==> src/rtl/btg_pkg.sv <==
package btg_pkg;

  typedef enum logic [2:0] {
    OP_NOP = 3'd0,
    OP_ACT = 3'd1,
    OP_RD  = 3'd2,
    OP_WR  = 3'd3,
    OP_PRE = 3'd4,
    OP_REF = 3'd5
  } btg_op_e;

  // Minimum time in picoseconds to clocks, always rounding up.
  function automatic int ps_to_clk(input int t_ps, input int tck_ps);
    return (t_ps + tck_ps - 1) / tck_ps;
  endfunction

  // Activate-to-write delay is two clocks shorter than activate-to-read, floor of two.
  function automatic int rcdwr_of(input int rcdrd);
    return (rcdrd - 2 < 2) ? 2 : rcdrd - 2;
  endfunction

  // Write recovery under auto-precharge is tied to read latency.
  function automatic int wr_ap_of(input int cas_lat);
    return cas_lat + 1;
  endfunction

  // A spacing of n clocks loads n-1 into a counter that is read before it moves.
  function automatic int load_of(input int n);
    return (n < 1) ? 0 : n - 1;
  endfunction

endpackage

==> src/rtl/btg_bank.sv <==
module btg_bank #(
  parameter int CNT_W    = 6,
  parameter int LD_RC    = 17,
  parameter int LD_RAS   = 11,
  parameter int LD_RCDRD = 5,
  parameter int LD_RCDWR = 3,
  parameter int LD_RP    = 5,
  parameter int LD_RFC   = 19,
  parameter int LD_WRPRE = 8,
  parameter int LD_WRAP  = 14,
  parameter int RD_PRE   = 2
) (
  input  logic clk,
  input  logic rst_n,
  input  logic do_act,
  input  logic do_rd,
  input  logic do_wr,
  input  logic do_pre,
  input  logic do_ref,
  input  logic autopre,
  output logic is_open,
  output logic act_zero,
  output logic ras_zero,
  output logic rd_zero,
  output logic wr_zero
);

  typedef logic [CNT_W-1:0] cnt_t;

  function automatic cnt_t dn(input cnt_t v);
    return (v == '0) ? v : v - 1'b1;
  endfunction

  function automatic cnt_t mx(input cnt_t a, input cnt_t b);
    return (a > b) ? a : b;
  endfunction

  cnt_t act_q, ras_q, rd_q, wr_q;
  cnt_t act_d, ras_d, rd_d, wr_d;
  logic open_q, open_d;

  always_comb begin
    act_d  = dn(act_q);
    ras_d  = dn(ras_q);
    rd_d   = dn(rd_q);
    wr_d   = dn(wr_q);
    open_d = open_q;
    if (do_act) begin
      open_d = 1'b1;
      act_d  = mx(act_d, cnt_t'(LD_RC));
      ras_d  = mx(ras_d, cnt_t'(LD_RAS));
      rd_d   = cnt_t'(LD_RCDRD);
      wr_d   = cnt_t'(LD_RCDWR);
    end
    if (do_rd) begin
      ras_d = mx(ras_d, cnt_t'(RD_PRE - 1));
      if (autopre) begin
        open_d = 1'b0;
        act_d  = mx(act_d, mx(ras_q, cnt_t'(RD_PRE)) + cnt_t'(LD_RP));
      end
    end
    if (do_wr) begin
      if (autopre) begin
        open_d = 1'b0;
        act_d  = mx(act_d, cnt_t'(LD_WRAP));
      end else begin
        ras_d = mx(ras_d, cnt_t'(LD_WRPRE));
      end
    end
    if (do_pre && open_q) begin
      open_d = 1'b0;
      act_d  = mx(act_d, cnt_t'(LD_RP));
    end
    if (do_ref) begin
      act_d = mx(act_d, cnt_t'(LD_RFC));
    end
  end

  always_ff @(posedge clk) begin
    if (!rst_n) begin
      act_q  <= '0;
      ras_q  <= '0;
      rd_q   <= '0;
      wr_q   <= '0;
      open_q <= 1'b0;
    end else begin
      act_q  <= act_d;
      ras_q  <= ras_d;
      rd_q   <= rd_d;
      wr_q   <= wr_d;
      open_q <= open_d;
    end
  end

  assign is_open  = open_q;
  assign act_zero = (act_q == '0);
  assign ras_zero = (ras_q == '0);
  assign rd_zero  = (rd_q == '0);
  assign wr_zero  = (wr_q == '0);

endmodule

==> src/rtl/btg_shared.sv <==
module btg_shared #(
  parameter int CNT_W   = 6,
  parameter int LD_RRD  = 3,
  parameter int LD_CCD  = 0,
  parameter int LD_W2R  = 4,
  parameter int REFI_W  = 12,
  parameter int LD_REFI = 3119
) (
  input  logic clk,
  input  logic rst_n,
  input  logic act_any,
  input  logic col_any,
  input  logic wr_any,
  input  logic ref_any,
  output logic rrd_ok,
  output logic ccd_ok,
  output logic w2r_ok,
  output logic ref_req
);

  typedef logic [CNT_W-1:0] cnt_t;

  function automatic cnt_t dn(input cnt_t v);
    return (v == '0) ? v : v - 1'b1;
  endfunction

  cnt_t rrd_q, ccd_q, w2r_q;
  logic [REFI_W-1:0] refi_q;
  logic refi_done;

  assign refi_done = (refi_q == '0);

  always_ff @(posedge clk) begin
    if (!rst_n) begin
      rrd_q  <= '0;
      ccd_q  <= '0;
      w2r_q  <= '0;
      refi_q <= REFI_W'(LD_REFI);
    end else begin
      rrd_q  <= act_any ? cnt_t'(LD_RRD) : dn(rrd_q);
      ccd_q  <= col_any ? cnt_t'(LD_CCD) : dn(ccd_q);
      w2r_q  <= wr_any  ? cnt_t'(LD_W2R) : dn(w2r_q);
      refi_q <= (ref_any || refi_done) ? REFI_W'(LD_REFI) : refi_q - 1'b1;
    end
  end

  assign rrd_ok  = (rrd_q == '0);
  assign ccd_ok  = (ccd_q == '0);
  assign w2r_ok  = (w2r_q == '0);
  assign ref_req = refi_done;

endmodule

==> src/rtl/btg_decode.sv <==
module btg_decode #(
  parameter int NUM_BANKS = 4,
  parameter int BA_W      = 2
) (
  input  logic                 cmd_valid,
  input  logic [2:0]           cmd_op,
  input  logic [BA_W-1:0]      cmd_bank,
  input  logic [NUM_BANKS-1:0] may_act,
  input  logic [NUM_BANKS-1:0] may_rd,
  input  logic [NUM_BANKS-1:0] may_wr,
  input  logic [NUM_BANKS-1:0] may_pre,
  input  logic                 may_ref,
  output logic [NUM_BANKS-1:0] act_go,
  output logic [NUM_BANKS-1:0] rd_go,
  output logic [NUM_BANKS-1:0] wr_go,
  output logic [NUM_BANKS-1:0] pre_go,
  output logic                 ref_go,
  output logic                 bad
);

  import btg_pkg::*;

  btg_op_e op;
  logic is_act, is_rd, is_wr, is_pre, is_ref, ok;

  assign op     = btg_op_e'(cmd_op);
  assign is_act = cmd_valid && (op == OP_ACT);
  assign is_rd  = cmd_valid && (op == OP_RD);
  assign is_wr  = cmd_valid && (op == OP_WR);
  assign is_pre = cmd_valid && (op == OP_PRE);
  assign is_ref = cmd_valid && (op == OP_REF);

  assign bad = (is_act && !may_act[cmd_bank]) ||
               (is_rd  && !may_rd[cmd_bank])  ||
               (is_wr  && !may_wr[cmd_bank])  ||
               (is_pre && !may_pre[cmd_bank]) ||
               (is_ref && !may_ref);
  assign ok  = !bad;
  assign ref_go = is_ref && ok;

  always_comb begin
    for (int b = 0; b < NUM_BANKS; b++) begin
      act_go[b] = is_act && ok && (cmd_bank == BA_W'(b));
      rd_go[b]  = is_rd  && ok && (cmd_bank == BA_W'(b));
      wr_go[b]  = is_wr  && ok && (cmd_bank == BA_W'(b));
      pre_go[b] = is_pre && ok && (cmd_bank == BA_W'(b));
    end
  end

endmodule

==> src/rtl/bank_timing_guard.sv <==
module bank_timing_guard #(
  parameter int NUM_BANKS  = 4,
  parameter int T_CK_PS    = 2500,
  parameter int T_RC_PS    = 45000,
  parameter int T_RFC_PS   = 50000,
  parameter int T_RAS_PS   = 28600,
  parameter int T_RCDRD_PS = 15000,
  parameter int T_RP_PS    = 15000,
  parameter int T_RRD_PS   = 10000,
  parameter int T_WR_PS    = 15000,
  parameter int T_REFI_PS  = 7800000,
  parameter int CAS_LAT    = 5,
  parameter int WR_LAT     = 1,
  parameter int BURST_LEN  = 4,
  parameter int T_CCD      = 1,
  parameter int T_CDLR     = 2
) (
  input  logic                         clk,
  input  logic                         rst_n,
  input  logic                         cmd_valid,
  input  logic [2:0]                   cmd_op,
  input  logic [$clog2(NUM_BANKS)-1:0] cmd_bank,
  input  logic                         cmd_autopre,
  output logic [NUM_BANKS-1:0]         may_act,
  output logic [NUM_BANKS-1:0]         may_rd,
  output logic [NUM_BANKS-1:0]         may_wr,
  output logic [NUM_BANKS-1:0]         may_pre,
  output logic                         may_ref,
  output logic [NUM_BANKS-1:0]         bank_open,
  output logic                         ref_req,
  output logic                         viol
);

  import btg_pkg::*;

  localparam int BA_W     = $clog2(NUM_BANKS);
  localparam int K_RC     = ps_to_clk(T_RC_PS, T_CK_PS);
  localparam int K_RFC    = ps_to_clk(T_RFC_PS, T_CK_PS);
  localparam int K_RAS    = ps_to_clk(T_RAS_PS, T_CK_PS);
  localparam int K_RCDRD  = ps_to_clk(T_RCDRD_PS, T_CK_PS);
  localparam int K_RCDWR  = rcdwr_of(K_RCDRD);
  localparam int K_RP     = ps_to_clk(T_RP_PS, T_CK_PS);
  localparam int K_RRD    = ps_to_clk(T_RRD_PS, T_CK_PS);
  localparam int K_WR     = ps_to_clk(T_WR_PS, T_CK_PS);
  localparam int K_DAL    = wr_ap_of(CAS_LAT) + K_RP;
  localparam int K_REFI   = ps_to_clk(T_REFI_PS, T_CK_PS);
  localparam int WR_BURST = WR_LAT + BURST_LEN / 2;
  localparam int RD_PRE   = BURST_LEN / 2;
  localparam int CNT_W    = $clog2(K_RFC + K_RC + K_RAS + K_RP + K_DAL + WR_BURST + RD_PRE + 1);
  localparam int REFI_W   = $clog2(K_REFI + 1);

  logic [NUM_BANKS-1:0] act_go, rd_go, wr_go, pre_go;
  logic [NUM_BANKS-1:0] act_zero, ras_zero, rd_zero, wr_zero;
  logic ref_go, cmd_bad;
  logic rrd_ok, ccd_ok, w2r_ok;
  logic viol_q;

  btg_decode #(
    .NUM_BANKS (NUM_BANKS),
    .BA_W      (BA_W)
  ) u_decode (
    .cmd_valid (cmd_valid),
    .cmd_op    (cmd_op),
    .cmd_bank  (cmd_bank),
    .may_act   (may_act),
    .may_rd    (may_rd),
    .may_wr    (may_wr),
    .may_pre   (may_pre),
    .may_ref   (may_ref),
    .act_go    (act_go),
    .rd_go     (rd_go),
    .wr_go     (wr_go),
    .pre_go    (pre_go),
    .ref_go    (ref_go),
    .bad       (cmd_bad)
  );

  for (genvar b = 0; b < NUM_BANKS; b++) begin : g_bank
    btg_bank #(
      .CNT_W    (CNT_W),
      .LD_RC    (load_of(K_RC)),
      .LD_RAS   (load_of(K_RAS)),
      .LD_RCDRD (load_of(K_RCDRD)),
      .LD_RCDWR (load_of(K_RCDWR)),
      .LD_RP    (load_of(K_RP)),
      .LD_RFC   (load_of(K_RFC)),
      .LD_WRPRE (load_of(WR_BURST + K_WR)),
      .LD_WRAP  (load_of(WR_BURST + K_DAL)),
      .RD_PRE   (RD_PRE)
    ) u_bank (
      .clk      (clk),
      .rst_n    (rst_n),
      .do_act   (act_go[b]),
      .do_rd    (rd_go[b]),
      .do_wr    (wr_go[b]),
      .do_pre   (pre_go[b]),
      .do_ref   (ref_go),
      .autopre  (cmd_autopre),
      .is_open  (bank_open[b]),
      .act_zero (act_zero[b]),
      .ras_zero (ras_zero[b]),
      .rd_zero  (rd_zero[b]),
      .wr_zero  (wr_zero[b])
    );

    assign may_act[b] = !bank_open[b] && act_zero[b] && rrd_ok;
    assign may_rd[b]  = bank_open[b] && rd_zero[b] && ccd_ok && w2r_ok;
    assign may_wr[b]  = bank_open[b] && wr_zero[b] && ccd_ok;
    assign may_pre[b] = ras_zero[b];
  end

  btg_shared #(
    .CNT_W   (CNT_W),
    .LD_RRD  (load_of(K_RRD)),
    .LD_CCD  (load_of(T_CCD)),
    .LD_W2R  (load_of(WR_BURST + T_CDLR)),
    .REFI_W  (REFI_W),
    .LD_REFI (load_of(K_REFI))
  ) u_shared (
    .clk     (clk),
    .rst_n   (rst_n),
    .act_any (|act_go),
    .col_any ((|rd_go) || (|wr_go)),
    .wr_any  (|wr_go),
    .ref_any (ref_go),
    .rrd_ok  (rrd_ok),
    .ccd_ok  (ccd_ok),
    .w2r_ok  (w2r_ok),
    .ref_req (ref_req)
  );

  assign may_ref = (bank_open == '0) && (&act_zero);

  always_ff @(posedge clk) begin
    if (!rst_n) viol_q <= 1'b0;
    else        viol_q <= cmd_bad;
  end

  assign viol = viol_q;

endmodule

==> config.mk <==
export PLATFORM = sky130hd
export DESIGN_NAME = bank_timing_guard
export DESIGN_NICKNAME = d
export VERILOG_FILES = /design/src/rtl/btg_pkg.sv /design/src/rtl/btg_bank.sv /design/src/rtl/btg_shared.sv /design/src/rtl/btg_decode.sv /design/src/rtl/bank_timing_guard.sv
export SDC_FILE = /design/constraint.sdc
export NUM_CORES = 1
export LEC_CHECK = 0
export BUFFER_PORTS_ARGS = -buffer_cell sky130_fd_sc_hd__buf_2
export CAP_MARGIN = 30
export CORE_MARGIN = 2
export CORE_UTILIZATION = 57
export CTS_CLUSTER_SIZE = 16
export DETAILED_ROUTE_END_ITERATION = 12
export HOLD_SLACK_MARGIN = 0.15
export PLACE_DENSITY = 0.77
export RECOVER_POWER = 50
export SYNTH_ARGS = -nofsm -noshare
export SYNTH_HDL_FRONTEND = slang
export SYNTH_SLANG_ARGS = --single-unit
==> constraint.sdc <==
create_clock -name clk -period 3.9 [get_ports clk]
set_clock_uncertainty 0.15 [all_clocks]
set_input_delay 0.195 -clock clk [delete_from_list [all_inputs] [get_ports clk]]
set_output_delay 0.195 -clock clk [all_outputs]
set_load 0.01 [all_outputs]
==> run metrics, run 1 <==
Ant. Diodes 0; Post-DRT Antenna Nets 0; Mean Syn Cell Area between 7 and 8 µm²; clock slew at reported path FFs roughly 0.07 ns; Worst-Margin Slew 1.20 ns; fraction of layout cells with a size suffix above 1 between 20% and 30%; CP endpoint kind flip-flop; WL per Instance 16.5 µm; syn_nets 1,421; Nets about 1,500; Rel. slew slack around a fifth; met3 Track Usage GR 6.49%; num ports 32; total power of the final layout 0.0133 W; DP Worst Slack -0.183 ns; Synth Instances 1,341; Worst Hold Class reg -> reg; largest net degree at the start of global routing 52; max cap viols 0; first-pass GRT wire length 44.4 mm; cell taking the most area after synthesis dfxtp_1; Residual DRC 0; initial core utilization 57.8%; Synth async-reset ratio 0%; M2 GR Usage 45.7%; Clk Latency, worst-skew pair 0.44 ns; hpwl dp 20.3 mm; critical path type reg -> reg; final hold vios 0; GRT overflow 0; post-synth top area share 29.0%; top_reg_cell synth dfxtp_1; clock root buffer clkbuf_16; post-route setup slack -0.108 ns; Unique masters post-synth 83; Fillers around 1,400; CTS sink cnt 150; failing checks negative setup slack; met1 Track Usage GR 35.8%; CTS tree built; Synth warnings 0; placed inst area between 10,000 and 15,000 µm²; register area share after synthesis approximately 29%; hold slack 0.255 ns; unrepaired setup endpoints after global routing yes; busiest grt layer met2; Leakage 5.33 nW; fin crit period 4.01 ns; Worst VDD drop 0.588 mV; Core Util, Final between 60% and 70%; floorplan core area 17,900 µm²; Post-synth EDFFs 0; crit share post-route 103%; final setup vio count 3; gr usage total 27.9%; final wirelength roughly 28 mm; gpl congestion 0.948; Worst EP arrival between 4 and 5 ns; initial DRC count 733; Max clock buf depth 2; FMAX 250 MHz; max-slew violations 0; most common cell in the netlist nor2_1; Rows 49; design area approximately 12,000 µm²; required time worst endpoint 4.05 ns; initial antenna violation count 0; die height 139 µm; drt pass-1 iters 6; total number of vias 9,962; Startpoint Class flip-flop; CTS Buf Count 17; Area Growth Syn to Fin 19.8%; Seq cells post-synth 150; CP max FO 7; die area just under 20,000 µm²; outcome finished with violations; CTS H-tree lvls 4; Vias/cell 5.85; Port Buf Inserts 31; Die Wd 139 µm; list of most frequent post-synthesis cells nor2_1 (218), dfxtp_1 (150), nand2_1 (119); Area contributors post-synth dfxtp_1 (29%), ha_1 (8.6%), nor2_1 (7.9%), xnor2_1 (6.2%), nand2_1 (4.3%); vias in the first global route 9,339; PwrDens approximately 1100 nW/µm²; post-synthesis cell area just over 10,000 µm²
==> registers in the layout, summed over array words and instances, names as in the netlist <==
register / count
g_bank.u_bank.act_q: 28
g_bank.u_bank.is_open: 4
u_shared.refi_q: 12
viol: 1
u_shared.w2r_q: 7
g_bank.u_bank.rd_q: 28
u_shared.rrd_q: 7
g_bank.u_bank.ras_q: 28
g_bank.u_bank.wr_q: 28
u_shared.ccd_q: 7
==> cell type report <==
| cell class | instances | area [µm²] | area share [%] |
|---|---|---|---|
| Sequential cell | 150 | 3010 | 24.3 |
| Clock inverter | 12 | 135 | 1.09 |
| Inverter | 86 | 323 | 2.60 |
| Timing Repair Buffer | 155 | 1080 | 8.67 |
| Tap cell | 229 | 287 | 2.31 |
| Clock buffer | 20 | 447 | 3.60 |
| Multi-Input combinational cell | 1052 | 7120 | 57.4 |
==> metrics by stage <==
| step | instances | TNS (ns) |
|---|---|---|
| 2_1_floorplan | 1341 | -0.00577 |
| 3_3_place_gp | 1646 | -0.0807 |
| 3_5_place_dp | 1646 | -0.671 |
| 4_1_cts | 1682 | -0.0122 |
| 5_1_grt | 1704 | -0.564 |
| 6_report | 1704 | -0.202 |
==> power by group <==
group          leakage, nW  switching (W)  internal, W  total, W
clock network        0.281       0.000716     0.000917   0.00163
logic                 3.81        0.00493      0.00407   0.00900
registers             1.24       0.000531      0.00215   0.00268
total                 5.33        0.00618      0.00713    0.0133
==> metal layers <==
| metal | vias up | part of all wire [%] |
|---|---|---|
| met5 | - | 0 |
| met1 | 4620 | 42 |
| li1 | 4883 | - |
| met3 | 87 | 8.0 |
| met2 | 372 | 46 |
| met4 | 0 | 3.6 |
==> critical path, cell delays in order (launching register included) <==
cell and delay, ns:
dfxtp_2 0.33, nor3_4 0.24, nand4_4 0.23, or4_4 0.62, o21ai_4 0.11, ha_4 0.23
a21oi_2 0.14, nor2_1 0.07, a211o_1 0.29, o21bai_1 0.19, nor3b_4 0.28, and3_1 0.20
o211ai_1 0.12, or4_4 0.53, nor3b_1 0.15
==> logic make-up (layout without fill, tap and decap cells) <==
family                     after synthesis  in the layout  synth area share, %
muxes                                   30             30                 3.05
DFF                                    150            150                 29.0
and+or+nand+nor                        619            619                 30.2
AOI/OAI and AO/OA                      208            208                 13.1
buffers and inverters                  139            273                 5.57
xor gates and xnor gates               124            124                 10.5
adders and majority gates               71             71                 8.58
==> what timing repair did <==
item	CTS	global route
gates resized for setup	7	89
pin swaps	1	42
hold buffers	3	0
setup buffers	1	22
setup endpoints to repair	9	15
endpoints found under the hold margin	8	0
==> cells in the final DEF, fill, tap and decap left out, types with 38 or more instances in the layout <==
master | netlist | layout
dfxtp_1 | 150 | 143
nor3_1 | 57 | 54
xor2_1 | 51 | 50
ha_1 | 71 | 59
nand2_1 | 119 | 117
inv_1 | 86 | 78
buf_4 | 8 | 117
a21oi_1 | 73 | 67
nor2_1 | 218 | 213
nand3_1 | 39 | 38
xnor2_1 | 73 | 71
==> worst paths after layout <==
path | cells after the start | startpoint | slack, ns | endpoint
worst max-delay path | 14 | u_shared.rrd_q[5] | -0.11 | g_bank[1].u_bank.act_q[1]
worst min-delay path | 1 | u_shared.refi_q[0] | 0.26 | u_shared.refi_q[0]
worst max register to register | 14 | u_shared.rrd_q[5] | -0.11 | g_bank[1].u_bank.act_q[1]
worst min register to register | 1 | u_shared.refi_q[0] | 0.26 | u_shared.refi_q[0]
(Power assumes the default switching activity.)
==> run 2: changes to the inputs <==
Settings changed: CORE_MARGIN 2 to default, CORE_UTILIZATION 57 to 60, TNS_END_PERCENT from default to 10.
Clock period 3.9 ns to 4.74 ns, I/O delays scaled along.
==> run metrics, run 2 (synthesis gave the netlist of run 1 again) <==
clock share of power 14.0%; worst reg2reg setup slack between 0.2 and 0.3 ns; total power of the final layout 0.00981 W; post-route setup slack 0.292 ns; Leakage roughly 4.7 nW; Worst VDD drop 0.412 mV; DP Cell Count 1,556; Max clock buf depth 2; Die Wd ~130 µm; Post-DRT Antenna Nets 0; fin crit period ~4.4 ns; Residual DRC 0; Comb power frac a little over three fifths; hold endpoint u_shared.refi_q[0]; Layout Cells excl Fill 1,593; total number of vias 9,400; initial DRC count 759; DP Worst Slack 0.310 ns; clock root buffer clkbuf_16; final setup vio count 0; Reg-to-Reg Start u_shared.rrd_q[3]; Clk Latency, worst-skew pair 0.44 ns; largest net degree at the start of global routing 37; outcome finished, final reports clean; hpwl dp 19.4 mm; r2r worst-path depth 16; max-slew violations 0; most common cell after layout, fill and taps aside nor2_1; Startpoint Class flip-flop; Switching Fraction between 40% and 50%; Worst Hold Class reg -> reg; gpl congestion 0.932; Worst-Margin Slew 1.25 ns; commonest non-fill, non-tap cells in the layout nor2_1 (218), dfxtp_1 (150), nand2_1 (119), inv_1 (85); Nets 1,440; largest stage delay on the critical path roughly 0.72 ns; startpoint of the worst hold path u_shared.refi_q[0]; Top Family by Delay on Critical Path simple AND/OR/NAND/NOR gates; hold path cells 1; fraction of layout cells with a size suffix above 1 8.23%; CP Buf/Inv Count 2; Worst EP arrival 4.60 ns; CTS H-tree lvls 4; CP endpoint kind flip-flop; WL per Instance 16.3 µm; critical path type reg -> reg; internal power just over 0.005 W; GRT overflow 0; die height 133 µm; Flop pwr share approximately a quarter; drt pass-1 iters 5; crit share post-route 93.8%; clock slew at reported path FFs about 0.070 ns; Rows 47; num ports 32; vias in the first global route 8,771; Rel. slew slack 16.4%; final wirelength about 26 mm; Crit-path slowest cell or4_1; Sequential Area ~3000 µm²; CP max FO 10; initial core utilization between 60% and 70%; setup TNS 0 ns; floorplan core area 16,700 µm²; gr usage total 29.7%; multi-input logic area 6750 µm²; Port Buf Inserts 31; first-pass GRT wire length 42.4 mm; worst path cell trace nor3_4, nand4_1, or4_1, and2_1, ha_1, nor2b_1, o21ai_0, a21oi_1, o21bai_1, nor3b_4, buf_4, buf_4, nor2_1, o211ai_1, or4_1, nor3b_1; required time worst endpoint 4.89 ns; NetSw 0.00470 W; final hold vios 0; initial antenna violation count 0; CTS tree built; Fillers 1,393; CTS Buf Count 17; Ant. Diodes 0; Area Growth Syn to Fin 8.62%; max cap viols 0; PwrDens ~870 nW/µm²; R2R Path End g_bank[1].u_bank.act_q[1]; Vias/cell a little under 6; CTS sink cnt 150; FMAX 225 MHz; die area 17,800 µm²
[run 2: stage by stage]
step	area (µm²)	hold slack, ns	util [%]
3_5_place_dp	10700	0.234	63.8
4_1_cts	11300	0.249	67.5
2_1_floorplan	10400	0.217	-
5_1_grt	11200	0.268	67.3
3_3_place_gp	10700	0.230	63.8
6_report	11200	0.244	67.3
[run 2: power groups by stage]
stage          registers, W  logic [W]  clock network [W]
2_1_floorplan       0.00212    0.00506                  0
3_3_place_gp        0.00230    0.00588                  0
3_5_place_dp        0.00231    0.00602                  0
4_1_cts             0.00230    0.00609            0.00139
5_1_grt             0.00238    0.00694            0.00145
6_report            0.00231    0.00613            0.00138
[run 2: worst max-delay path by stage]
stage,slack [ns],end,cells past startpoint,startpoint
CTS,0.30,g_bank[2].u_bank.act_q[1],17,g_bank[2].u_bank.ras_q[2]
floorplan,0.66,g_bank[2].u_bank.act_q[1],18,g_bank[2].u_bank.ras_q[2]
global placement,0.46,g_bank[2].u_bank.act_q[1],17,g_bank[2].u_bank.ras_q[2]
finish,0.29,g_bank[1].u_bank.act_q[1],16,u_shared.rrd_q[3]
detailed placement,0.31,g_bank[1].u_bank.act_q[1],17,g_bank[1].u_bank.ras_q[5]
global route,-0.003,g_bank[1].u_bank.act_q[1],17,g_bank[1].u_bank.ras_q[5]
[run 2: what timing repair did]
action	CTS	global route
setup buffers	0	3
hold buffers	2	0
endpoints found under the setup margin	0	6
hold endpoints to repair	3	0
resized for setup	0	1
[run 2: cell type report]
class                      instances  share of cell area [%]
clock buffer                      18                    3.91
clock inverter                    14                    1.39
inverter                          86                    2.87
multi-input combinational       1052                    60.1
sequential                       150                    26.7
tap                              220                    2.45
timing repair buffer              53                    2.63
[run 2: layer usage]
layer  wire, µm  GRT usage [%]  vias to the layer above
met5          0              0                        -
met2      11700           48.4                      311
met1      11800           38.6                     4374
li1           -              -                     4672
met4        572           10.2                        0
met3       1850           6.70                       43
